## config.mk

```make
export PLATFORM = sky130hd
export DESIGN_NAME = decode_branch_check
export DESIGN_NICKNAME = d
export VERILOG_FILES = /design/src/rtl/brchk_pkg.sv /design/src/rtl/brchk_slot_eval.sv /design/src/rtl/brchk_oldest_pick.sv /design/src/rtl/brchk_thread_fsm.sv /design/src/rtl/brchk_kill_mask.sv /design/src/rtl/decode_branch_check.sv
export SDC_FILE = /design/constraint.sdc
export NUM_CORES = 1
export LEC_CHECK = 0
export ABC_AREA = 1
export CAP_MARGIN = 20
export CORE_AREA = 2 2 314 316
export CTS_CLUSTER_SIZE = 24
export DETAILED_ROUTE_END_ITERATION = 10
export DIE_AREA = 0 0 316 318
export SETUP_SLACK_MARGIN = 0.2
export SLEW_MARGIN = 20
export SYNTH_ARGS = -nofsm -noshare
export SYNTH_HDL_FRONTEND = slang
export SYNTH_SLANG_ARGS = --single-unit
```

## constraint.sdc

```tcl
create_clock -name clk -period 2.8 [get_ports clk]
set_clock_uncertainty 0.2 [all_clocks]
set_input_delay 0.7 -clock clk [delete_from_list [all_inputs] [get_ports clk]]
set_output_delay 0.7 -clock clk [all_outputs]
set_load 0.05 [all_outputs]
```

## src/rtl/brchk_pkg.sv

```systemverilog
package brchk_pkg;

    typedef enum logic [0:0] {
        TS_FLOW = 1'b0,
        TS_HOLD = 1'b1
    } thr_state_e;

    typedef enum logic [1:0] {
        CAUSE_NONE    = 2'd0,
        CAUSE_NOTCTRL = 2'd1,
        CAUSE_TARGET  = 2'd2
    } cause_e;

endpackage

```

## src/rtl/brchk_slot_eval.sv

```systemverilog
module brchk_slot_eval
    import brchk_pkg::*;
#(
    parameter int AW         = 32,
    parameter int INST_BYTES = 4
) (
    input  logic          vld,
    input  logic [AW-1:0] pc,
    input  logic          is_ctrl,
    input  logic          is_direct,
    input  logic          is_uncond,
    input  logic          pred_taken,
    input  logic [AW-1:0] pred_tgt,
    input  logic [AW-1:0] calc_tgt,
    output cause_e        cause,
    output logic [AW-1:0] redir_pc,
    output logic          redir_taken,
    output logic [AW-1:0] fwd_tgt
);

    logic judged;
    assign judged = is_ctrl && is_direct && (is_uncond || pred_taken);

    always_comb begin
        cause       = CAUSE_NONE;
        redir_pc    = calc_tgt;
        redir_taken = 1'b0;
        fwd_tgt     = pred_tgt;
        if (vld) begin
            if (pred_taken && !is_ctrl) begin
                cause       = CAUSE_NOTCTRL;
                redir_pc    = pc + AW'(INST_BYTES);
                redir_taken = 1'b0;
            end else if (judged && (calc_tgt != pred_tgt)) begin
                cause       = CAUSE_TARGET;
                redir_pc    = calc_tgt;
                redir_taken = is_uncond ? 1'b1 : pred_taken;
                fwd_tgt     = calc_tgt;
            end
        end
    end

endmodule

```

## src/rtl/brchk_oldest_pick.sv

```systemverilog
module brchk_oldest_pick #(
    parameter int W  = 4,
    parameter int SW = 16
) (
    input  logic [W-1:0]    trig,
    input  logic [W*SW-1:0] seq,
    output logic [W-1:0]    win_oh,
    output logic            any
);

    logic [SW-1:0] best;
    int            best_i;

    always_comb begin
        best   = '0;
        best_i = -1;
        for (int i = 0; i < W; i++) begin
            if (trig[i] && (best_i < 0 || seq[i*SW +: SW] < best)) begin
                best   = seq[i*SW +: SW];
                best_i = i;
            end
        end
        win_oh = '0;
        for (int i = 0; i < W; i++) begin
            if (best_i == i) win_oh[i] = 1'b1;
        end
        any = (best_i >= 0);
    end

endmodule

```

## src/rtl/brchk_thread_fsm.sv

```systemverilog
module brchk_thread_fsm
    import brchk_pkg::*;
(
    input  logic clk,
    input  logic rst_n,
    input  logic blk_req,
    input  logic squash,
    output logic fetch_block,
    output logic fetch_unblock
);

    thr_state_e state, state_nx;
    logic       unblock_d;

    always_ff @(posedge clk or negedge rst_n) begin
        if (!rst_n) state <= TS_FLOW;
        else        state <= state_nx;
    end

    always_comb begin
        state_nx  = state;
        unblock_d = 1'b0;
        unique case (state)
            TS_FLOW: begin
                if (squash) begin
                    state_nx  = TS_FLOW;      // FLUSH
                    unblock_d = 1'b1;
                end else if (blk_req) begin
                    state_nx  = TS_HOLD;      // STALL
                end
            end
            TS_HOLD: begin
                if (squash || !blk_req) begin
                    state_nx  = TS_FLOW;      // FLUSH or RESUME
                    unblock_d = 1'b1;
                end
            end
            default: state_nx = TS_FLOW;
        endcase
    end

    always_ff @(posedge clk or negedge rst_n) begin
        if (!rst_n) fetch_unblock <= 1'b0;
        else        fetch_unblock <= unblock_d;
    end

    assign fetch_block = (state == TS_HOLD);


    flush_to_flow_chk: assert property (@(posedge clk) disable iff (!rst_n)
        squash |=> (state == TS_FLOW) && fetch_unblock);


    hold_needs_req_chk: assert property (@(posedge clk) disable iff (!rst_n)
        (state == TS_HOLD) |-> $past(blk_req));


    resume_pulse_chk: assert property (@(posedge clk) disable iff (!rst_n)
        (state == TS_HOLD) && !blk_req |=> fetch_unblock && !fetch_block);

endmodule

```

## src/rtl/brchk_kill_mask.sv

```systemverilog
module brchk_kill_mask #(
    parameter int D  = 8,
    parameter int TW = 1,
    parameter int SW = 16
) (
    input  logic            rd_valid,
    input  logic [TW-1:0]   rd_tid,
    input  logic [SW-1:0]   rd_seq,
    input  logic [D-1:0]    sk_vld,
    input  logic [D*TW-1:0] sk_tid,
    input  logic [D*SW-1:0] sk_seq,
    output logic [D-1:0]    kill
);

    for (genvar k = 0; k < D; k++) begin : g_ent
        assign kill[k] = rd_valid && sk_vld[k]
                      && (sk_tid[k*TW +: TW] == rd_tid)
                      && (sk_seq[k*SW +: SW] > rd_seq);
    end

endmodule

```

## src/rtl/decode_branch_check.sv

```systemverilog
module decode_branch_check
    import brchk_pkg::*;
#(
    parameter int W          = 4,
    parameter int THREADS    = 2,
    parameter int SW         = 16,
    parameter int AW         = 32,
    parameter int D          = 8,
    parameter int INST_BYTES = 4,
    localparam int TW        = (THREADS > 1) ? $clog2(THREADS) : 1
) (
    input  logic                clk,
    input  logic                rst_n,
    input  logic [W-1:0]        in_vld,
    input  logic [W*TW-1:0]     in_tid,
    input  logic [W*SW-1:0]     in_seq,
    input  logic [W*AW-1:0]     in_pc,
    input  logic [W-1:0]        in_ctrl,
    input  logic [W-1:0]        in_direct,
    input  logic [W-1:0]        in_uncond,
    input  logic [W-1:0]        in_pred_taken,
    input  logic [W*AW-1:0]     in_pred_tgt,
    input  logic [W*AW-1:0]     in_calc_tgt,
    output logic [W-1:0]        out_vld,
    output logic [W*AW-1:0]     out_tgt,
    output logic                rd_valid,
    output logic [TW-1:0]       rd_tid,
    output logic [SW-1:0]       rd_seq,
    output logic [AW-1:0]       rd_next_pc,
    output logic                rd_taken,
    output logic                rd_ctrl_bad,
    output logic                rd_tgt_bad,
    input  logic [D-1:0]        sk_vld,
    input  logic [D*TW-1:0]     sk_tid,
    input  logic [D*SW-1:0]     sk_seq,
    output logic [D-1:0]        sk_kill,
    input  logic [THREADS-1:0]  blk_req,
    output logic [THREADS-1:0]  fetch_block,
    output logic [THREADS-1:0]  fetch_unblock
);

    cause_e          cause    [W];
    logic [AW-1:0]   rpc      [W];
    logic [W-1:0]    rtaken;
    logic [AW-1:0]   ftgt     [W];
    logic [W-1:0]    trig;
    logic [W-1:0]    win_oh;
    logic            any_trig;

    for (genvar i = 0; i < W; i++) begin : g_slot
        brchk_slot_eval #(.AW(AW), .INST_BYTES(INST_BYTES)) u_eval (
            .vld        (in_vld[i]),
            .pc         (in_pc[i*AW +: AW]),
            .is_ctrl    (in_ctrl[i]),
            .is_direct  (in_direct[i]),
            .is_uncond  (in_uncond[i]),
            .pred_taken (in_pred_taken[i]),
            .pred_tgt   (in_pred_tgt[i*AW +: AW]),
            .calc_tgt   (in_calc_tgt[i*AW +: AW]),
            .cause      (cause[i]),
            .redir_pc   (rpc[i]),
            .redir_taken(rtaken[i]),
            .fwd_tgt    (ftgt[i])
        );
        assign trig[i] = (cause[i] != CAUSE_NONE);
    end

    brchk_oldest_pick #(.W(W), .SW(SW)) u_pick (
        .trig  (trig),
        .seq   (in_seq),
        .win_oh(win_oh),
        .any   (any_trig)
    );

    // winner fields
    logic [TW-1:0] w_tid;
    logic [SW-1:0] w_seq;
    logic [AW-1:0] w_pc;
    logic          w_taken;
    cause_e        w_cause;

    always_comb begin
        w_tid   = '0;
        w_seq   = '0;
        w_pc    = '0;
        w_taken = 1'b0;
        w_cause = CAUSE_NONE;
        for (int i = 0; i < W; i++) begin
            if (win_oh[i]) begin
                w_tid   = in_tid[i*TW +: TW];
                w_seq   = in_seq[i*SW +: SW];
                w_pc    = rpc[i];
                w_taken = rtaken[i];
                w_cause = cause[i];
            end
        end
    end

    // forwarding: drop same-thread younger, fix winner target
    logic [W-1:0]    keep;
    logic [W*AW-1:0] fwd_tgt;

    always_comb begin
        for (int i = 0; i < W; i++) begin
            keep[i] = in_vld[i] && !(any_trig
                       && (in_tid[i*TW +: TW] == w_tid)
                       && (in_seq[i*SW +: SW] > w_seq));
            fwd_tgt[i*AW +: AW] = win_oh[i] ? ftgt[i] : in_pred_tgt[i*AW +: AW];
        end
    end

    always_ff @(posedge clk or negedge rst_n) begin
        if (!rst_n) begin
            out_vld     <= '0;
            out_tgt     <= '0;
            rd_valid    <= 1'b0;
            rd_tid      <= '0;
            rd_seq      <= '0;
            rd_next_pc  <= '0;
            rd_taken    <= 1'b0;
            rd_ctrl_bad <= 1'b0;
            rd_tgt_bad  <= 1'b0;
        end else begin
            out_vld     <= keep;
            out_tgt     <= fwd_tgt;
            rd_valid    <= any_trig;
            rd_tid      <= w_tid;
            rd_seq      <= w_seq;
            rd_next_pc  <= w_pc;
            rd_taken    <= w_taken;
            rd_ctrl_bad <= any_trig && (w_cause == CAUSE_NOTCTRL);
            rd_tgt_bad  <= any_trig && (w_cause == CAUSE_TARGET);
        end
    end

    brchk_kill_mask #(.D(D), .TW(TW), .SW(SW)) u_kill (
        .rd_valid(rd_valid),
        .rd_tid  (rd_tid),
        .rd_seq  (rd_seq),
        .sk_vld  (sk_vld),
        .sk_tid  (sk_tid),
        .sk_seq  (sk_seq),
        .kill    (sk_kill)
    );

    for (genvar t = 0; t < THREADS; t++) begin : g_thr
        logic squash_t;
        assign squash_t = any_trig && (w_tid == TW'(t));
        brchk_thread_fsm u_fsm (
            .clk          (clk),
            .rst_n        (rst_n),
            .blk_req      (blk_req[t]),
            .squash       (squash_t),
            .fetch_block  (fetch_block[t]),
            .fetch_unblock(fetch_unblock[t])
        );
    end


    taken_on_target_chk: assert property (@(posedge clk) disable iff (!rst_n)
        rd_valid && rd_tgt_bad |-> rd_taken);


    notctrl_not_taken_chk: assert property (@(posedge clk) disable iff (!rst_n)
        rd_ctrl_bad |-> rd_valid && !rd_taken);


    cause_excl_chk: assert property (@(posedge clk) disable iff (!rst_n)
        rd_valid |-> (rd_ctrl_bad != rd_tgt_bad));


    single_winner_chk: assert property (@(posedge clk) disable iff (!rst_n)
        any_trig |-> $onehot(win_oh));


    kill_needs_redirect_chk: assert property (@(posedge clk) disable iff (!rst_n)
        (sk_kill != '0) |-> rd_valid);

endmodule

```

==> impl_metrics.toml, run 1 <==
[critical_path]
cp.arrival_ps = 8020
path_buf_inv = 14
crit_required_ps = 3020
cp-end-kind = "flip-flop"
r2r_slack_ps = 1960
criticalPathCategory = "in2reg"
worstPathMaxFanout = 8
critPathTopFamily = "simple AND/OR/NAND/NOR gates"
cpMostUsedCell = "nand2_1"
startpoint_type = "input pin"
slowest_stage = "ha_1"
slowest_delay_ps = 310

[timing]
rsz0062_at_grt = "yes"
fin_crit_ps = 7800
max_freq_ghz = 0.1282
setup_viol = 199
relSlewSlack_pct = 47.12
tightest_slew_ps = 793.3
timing.final.max_slew_violations = 0
setup_tns_ps = -778820
setup_ws_ps = -5000
hold_viol_final = 0
period_share_pct = 278.6

[power]
p_leak_nw = 17.30
power_mw = 15.09
power_density_nw_per_um2 = 402.3
irDropWorstVdd_mv = 0.4611

[floorplanning]
die_area_sq_um = 100500
io_pins = 817
die_y_um = 318
die_w_um = 316
rows = 115
start_util_pct = 19.04
coreArea_sq_um = 97410

[clock_tree]
clk_latency_ps = 520
cts.sink_count = 189
clockBufferDepth = 2
h-tree-depth = 4
cts_tree = "yes"
cts.clk_slew.worst_paths_ps = 90
cts_root_buf = "clkbuf_16"
numCtsBuffers = 17

[global_routing]
grt_antenna_before_repair = 40
grt_pass1_wl_mm = 178.7
grt_pass1_vias = 24056
grt_max_degree = 64
grt-ovfl-total = 0
grt.total_usage_pct = 25.46

[place]
hpwl_mm = 115.2
place_inst = 5274
gp_congestion = 0.9860
port_buffers = 816
place_area_sq_um = 34020

[synth]
synth_cell_types = 52
syn_area_sq_um = 18550
syn_nets = 3414
syn_inst = 2553
synth_edf_count = 0
ys_seq_area_share_pct = 25.50
yosys_warnings = 0
ys_async_sr_fraction_pct = 100.0
ys_ff_latch = 189
synth.avg_cell_area_sq_um = 7.265
synth_ff_type = "dfrtp_1"

[layout]
final_common_cell = "buf_4"
stdcell_count = 5428
drive_above_1_share_pct = 31.56
final_cell_mix = "buf_4 (737), clkdlybuf4s50_1 (704), nand2_1 (568)"
area_growth_pct = 102.2
fin_area_sq_um = 37500
num-nets-final = 4973
final_core_util_pct = 38.50

[min_path]
hold_path_class = "in2reg"

[routing]
routedWlPerCell_um = 24.88
first_pass_iters = 5
ant_nets = 0
viasPerCell = 4.606
num_vias = 25004
drtIter0Drc = 1666
remaining_drc_errors = 0
drt_wl_total_mm = 135.1

[run_status]
status = "finished, violations left"
violations = "setup timing"

[run]
maxCapViolations = 0
[flip-flops by register name (all words and copies together), names as in the netlist]
signal and flops:
rd_taken 1, rd_ctrl_bad 1, out_vld 4, rd_next_pc 32, rd_valid 1, rd_tid 1
g_thr.u_fsm.fetch_block 2, out_tgt 128, g_thr.u_fsm.fetch_unblock 2, rd_seq 16, rd_tgt_bad 1
[repair_timing]
| action | 4_1_cts | 5_1_grt |
|---|---|---|
| pin swaps | 66 | 140 |
| buffers inserted | 28 | 59 |
| gates cloned | 8 | 10 |
| hold buffers | 1 | 0 |
| resized for setup | 208 | 457 |
| endpoints found under the setup margin | 316 | 316 |
| endpoints found under the hold margin | 26 | 0 |
[where the power goes]
group | total [mW] | switching, mW | internal, mW
clock | 2.72 | 1.45 | 1.27
sequential | 3.21 | 0.156 | 3.06
combinational | 9.15 | 5.12 | 4.03
[synth_stat cells, types with 3 or more instances]
master       n  share of area, %
nor2_1     110               2.2
nand4_1     70               2.4
a21oi_1    152               4.1
o21a_1       8              0.32
o221a_2      3              0.18
buf_2       26              0.70
nand2_1    656                13
buf_1        5              0.10
a221oi_1    12              0.57
nand3_1     81               2.2
o221ai_1    11              0.52
inv_1      278               5.6
or2_2       14              0.47
xor2_1      60               2.8
o2111ai_1   39               1.8
nor3_1      31              0.84
ha_1       241                16
buf_4        7              0.28
a2111oi_0    5              0.24
nor4_1      13              0.44
o21bai_1     6              0.24
o211ai_1    36               1.5
dfrtp_1    189                26
nand2_2      6              0.20
mux2i_1     19               1.0
clkbuf_1    39              0.79
a22o_1       5              0.24
mux2_2       4              0.24
o31ai_1      3              0.12
a211oi_1    14              0.57
nor2_4       4              0.24
o21ai_0    198               5.3
a31oi_1      7              0.24
xnor2_1    118               5.6
inv_2       11              0.22
o22ai_2      4              0.27
o21ai_1     34              0.92
o22ai_1     10              0.34
nor3b_1      5              0.20
[tightest hold or removal path, cell delays in order]
cell and delay [ps]:
buf_6 80, nand2_2 40, o21ai_1 50
[worst paths after layout]
check                                           start                            to  depth (start not counted)
hold reg to reg            g_thr[1].u_fsm.fetch_block  g_thr[1].u_fsm.fetch_unblock                          2
max in group asynchronous                       rst_n                   out_tgt[22]                          3
setup reg to reg           g_thr[1].u_fsm.fetch_block  g_thr[1].u_fsm.fetch_unblock                          2
min in group asynchronous                       rst_n                  out_tgt[112]                          2
hold / removal                        in_pred_tgt[26]                   out_tgt[26]                          3
setup / recovery                      in_pred_tgt[25]                    out_vld[0]                         68
[metrics by stage]
stage	hold slack, ps	setup slack, ps
detailed placement	316.4	-6265
CTS	188.6	-5046
floorplan	204.4	-4620
global route	174.0	-5439
global placement	320.9	-6105
finish	195.7	-5000
[routing by layer]
metal	wire (um)	global-route usage (%)	vias to the layer above
li1	-	-	11879
met1	50840	28.42	11775
met2	66940	44.90	1060
met3	9198	5.648	254
met4	7825	13.10	36
met5	251	0	-
[cells by family (layout without fill, tap and decap cells)]
logic type                 after synthesis  in the layout  synth area share, %
buffers and inverters                  369           1940                7.866
DFF                                    189            189                25.50
other                                    0             16                    0
and+or+nand+nor                        998            999                22.81
xor gates and xnor gates               178            178                8.406
AOI/OAI and AO/OA                      555            555                17.89
adders and majority gates              241            241                16.26
muxes                                   23             23                1.268
[layout make-up]
| cell class | count | area [sq um] |
|---|---|---|
| fillers | 10029 | 59910 |
| well taps | 1287 | 1610 |
| repair inverters | 2 | 15.01 |
| multi-input cells | 1996 | 14460 |
| repair buffers | 1616 | 14920 |
| diodes | 16 | 40.04 |
| clock buffers | 19 | 432.9 |
| clock inverters | 13 | 152.6 |
| inverters | 290 | 1126 |
| flip-flops and latches | 189 | 4750 |
Power figures use the tool's default switching activity.
==> run 2, diff against run 1 <==
- CORE_AREA: 2 2 314 316 -> 2 2 322 324
- DIE_AREA: 0 0 316 318 -> 0 0 324 326
- SYNTH_HIERARCHICAL: default -> 1
==> run 2 against run 1 <==
The flow still finishes with violations (setup timing). Synthesized cell count grew 54%. Combinational power grew 6.9%. Count of clock-buffer cells in the layout shrank 1. Sequential share of layout area shrank 0.91 points. Die area grew 5.1%. Sequential power grew 4%. Routed wire length grew 5.3%. Clock power grew 4%. Synthesized area grew 26%. Global-route usage grew 0.59 points. Power grew 5.8%.
==> impl_metrics.toml, run 2 <==
[run_status]
status = "finished, violations left"
violations = "setup timing"

[floorplanning]
start_util_pct = 22.86
io_pins = 817
die_y_um = 326
die_area_sq_um = 105600
rows = 118
coreArea_sq_um = 102600
die_w_um = 324

[timing]
max_freq_ghz = 0.1309
relSlewSlack_pct = 49.02
setup_viol = 198
rsz0062_at_grt = "yes"
setup_ws_ps = -4840
fin_crit_ps = 7640
hold_viol_final = 0
timing.final.max_slew_violations = 0
hold_ws_ps = 217.4
tightest_slew_ps = 764.7
period_share_pct = 272.9

[routing]
ant_nets = 0
drtIter0Drc = 1969
num_vias = 31172
routedWlPerCell_um = 20.73
remaining_drc_errors = 0
drt_wl_total_mm = 142.3
first_pass_iters = 6
viasPerCell = 4.541

[layout]
num-nets-final = 6311
top_register = "out_tgt"
drive_above_1_share_pct = 22.59
stdcell_count = 6864
final_common_cell = "nand2_1"
area_growth_pct = 72.19
final_cell_mix = "nand2_1 (1684), buf_4 (781), clkdlybuf4s50_1 (729)"
regArea_sq_um = 4748
largestRegisters = "out_tgt (128), rd_next_pc (32), rd_seq (16)"
fillCellCount = 10913
multiInputGateArea_sq_um = 17040
largest_reg_flops = 128
final_core_util_pct = 39.36

[synth]
synth.area.top_cells = "nand2_1 (27%), dfrtp_1 (20%), ha_1 (13%)"
synth_area_leader_cell = "nand2_1"
synth.avg_cell_area_sq_um = 5.962
yosys_warnings = 6
synth_edf_count = 0
synth_ff_type = "dfrtp_1"
synth_commonest_cells = "nand2_1 (1718), inv_1 (377), nor2_1 (315), ha_1 (241), nand3_1 (213)"
ys_async_sr_fraction_pct = 100.0
synth_top_area_share_pct = 27.50
ys_seq_area_share_pct = 20.17
synth_cell_types = 44
ys_ff_latch = 189
syn_area_sq_um = 23450
syn_nets = 4795
synth_most_common_cell = "nand2_1"
syn_inst = 3934

[clock_tree]
clk_latency_ps = 530
clockBufferDepth = 2
cts.sink_count = 189
cts.clk_slew.worst_paths_ps = 90
h-tree-depth = 4
cts_tree = "yes"
cts_root_buf = "clkbuf_16"
numCtsBuffers = 17

[place]
place_inst = 6745
gp_congestion = 0.9572
hpwl_mm = 119.7
port_buffers = 816

[critical_path]
crit_required_ps = 3070
startpoint_type = "input pin"
criticalPathCategory = "in2reg"
cp.arrival_ps = 7910
slowest_delay_ps = 340
cp-end-kind = "flip-flop"
worstPathMaxFanout = 8
slowest_stage = "ha_1"
cpMostUsedCell = "nand2_1"

[run]
maxCapViolations = 0

[min_path]
hold_path_class = "in2reg"

[global_routing]
grt_antenna_before_repair = 34
grt_pass1_wl_mm = 199.8
grt_max_degree = 99
grt-ovfl-total = 0
grt_pass1_vias = 30237
grt.total_usage_pct = 26.05

[power]
p_leak_nw = 20.54
power_density_nw_per_um2 = 395.1
irDropWorstVdd_mv = 0.5234
==> run 2: cell count changes in the layout (fill, tap and decap cells not counted), moves of 34 or more <==
cell,before,now
nand3_1,74,209
inv_2,36,73
xnor2_1,110,65
inv_1,244,351
buf_6,52,18
nor2_1,95,300
nand2_1,568,1684
o211ai_1,36,0
buf_4,737,781
==> run 2: layer usage <==
| metal | global-route usage, % | part of all wire [%] |
|---|---|---|
| met3 | 5.981 | 7.5 |
| met5 | 0 | 0.12 |
| met1 | 30.08 | 39 |
| met2 | 45.84 | 49 |
| met4 | 10.85 | 3.8 |
==> run 2: cells by family (layout without fill, tap and decap cells) <==
family / count (synthesis) / after routing / synth area share, %
adder cells (fa/ha/maj): 241 / 241 / 12.86
flip-flops: 189 / 189 / 20.17
XOR/XNOR: 112 / 112 / 4.182
AO/OA/AOI/OAI: 424 / 424 / 10.60
buffers and inverters: 570 / 2097 / 10.07
AND/OR/NAND/NOR: 2362 / 2364 / 40.42
multiplexers: 36 / 36 / 1.707
other: 0 / 21 / 0
==> run 2: through the flow <==
step | power [mW] | setup slack (ps) | instance area [sq um] | setup TNS (ps)
6_report | 15.96 | -4840 | 40390 | -770720
5_1_grt | 16.90 | -5219 | 40370 | -830380
4_1_cts | 15.98 | -4764 | 40200 | -761750
3_5_place_dp | 12.77 | -6312 | 38700 | -1047520
3_3_place_gp | 12.69 | -6174 | 38700 | -1030420
2_1_floorplan | 8.026 | -4601 | 23970 | -682950
==> run 2: critical path: cells and delay by family <==
kind	cells	cell delay, ps
simple gates	36	2790
xor+xnor	1	160
fa+ha+maj	4	1050
compound gates	9	1370
buf+inv	15	1780
==> run 2: power breakdown <==
group | switching [mW] | internal, mW | total [mW]
Sequential | 0.209 | 3.12 | 3.33
Clock | 1.60 | 1.24 | 2.84
Combinational | 5.72 | 4.06 | 9.78
==> run 2: timing repair <==
item	CTS	global route
pin swaps	59	75
endpoints found under the hold margin	23	0
buffers inserted	43	12
hold buffers	1	0
endpoints found under the setup margin	371	372
resized for setup	199	181
cloned	10	0
==> run 2: area by class of cell <==
cell class	count	area share (%)
clock buffers	18	1.087
repair inverters	2	0.04028
clock inverters	14	0.4337
diodes	21	0.1301
well taps	1380	4.275
flip-flops and latches	189	11.76
repair buffers	1623	35.83
multi-input cells	3177	42.20
inverters	440	4.241
==> run 2: path summary, 6_finish.rpt <==
kind | end | cells after the start | from | slack (ps)
setup reg to reg | g_thr[1].u_fsm/fetch_unblock | 2 | g_thr[1].u_fsm/fetch_block | 1950
setup / recovery | out_vld[3] | 65 | in_calc_tgt[4] | -4840
hold reg to reg | g_thr[0].u_fsm/fetch_unblock | 2 | g_thr[0].u_fsm/fetch_block | 320
max in group asynchronous | out_tgt[118] | 3 | rst_n | 1220
hold / removal | out_tgt[10] | 2 | in_pred_tgt[10] | 220
min in group asynchronous | out_tgt[2] | 2 | rst_n | 390
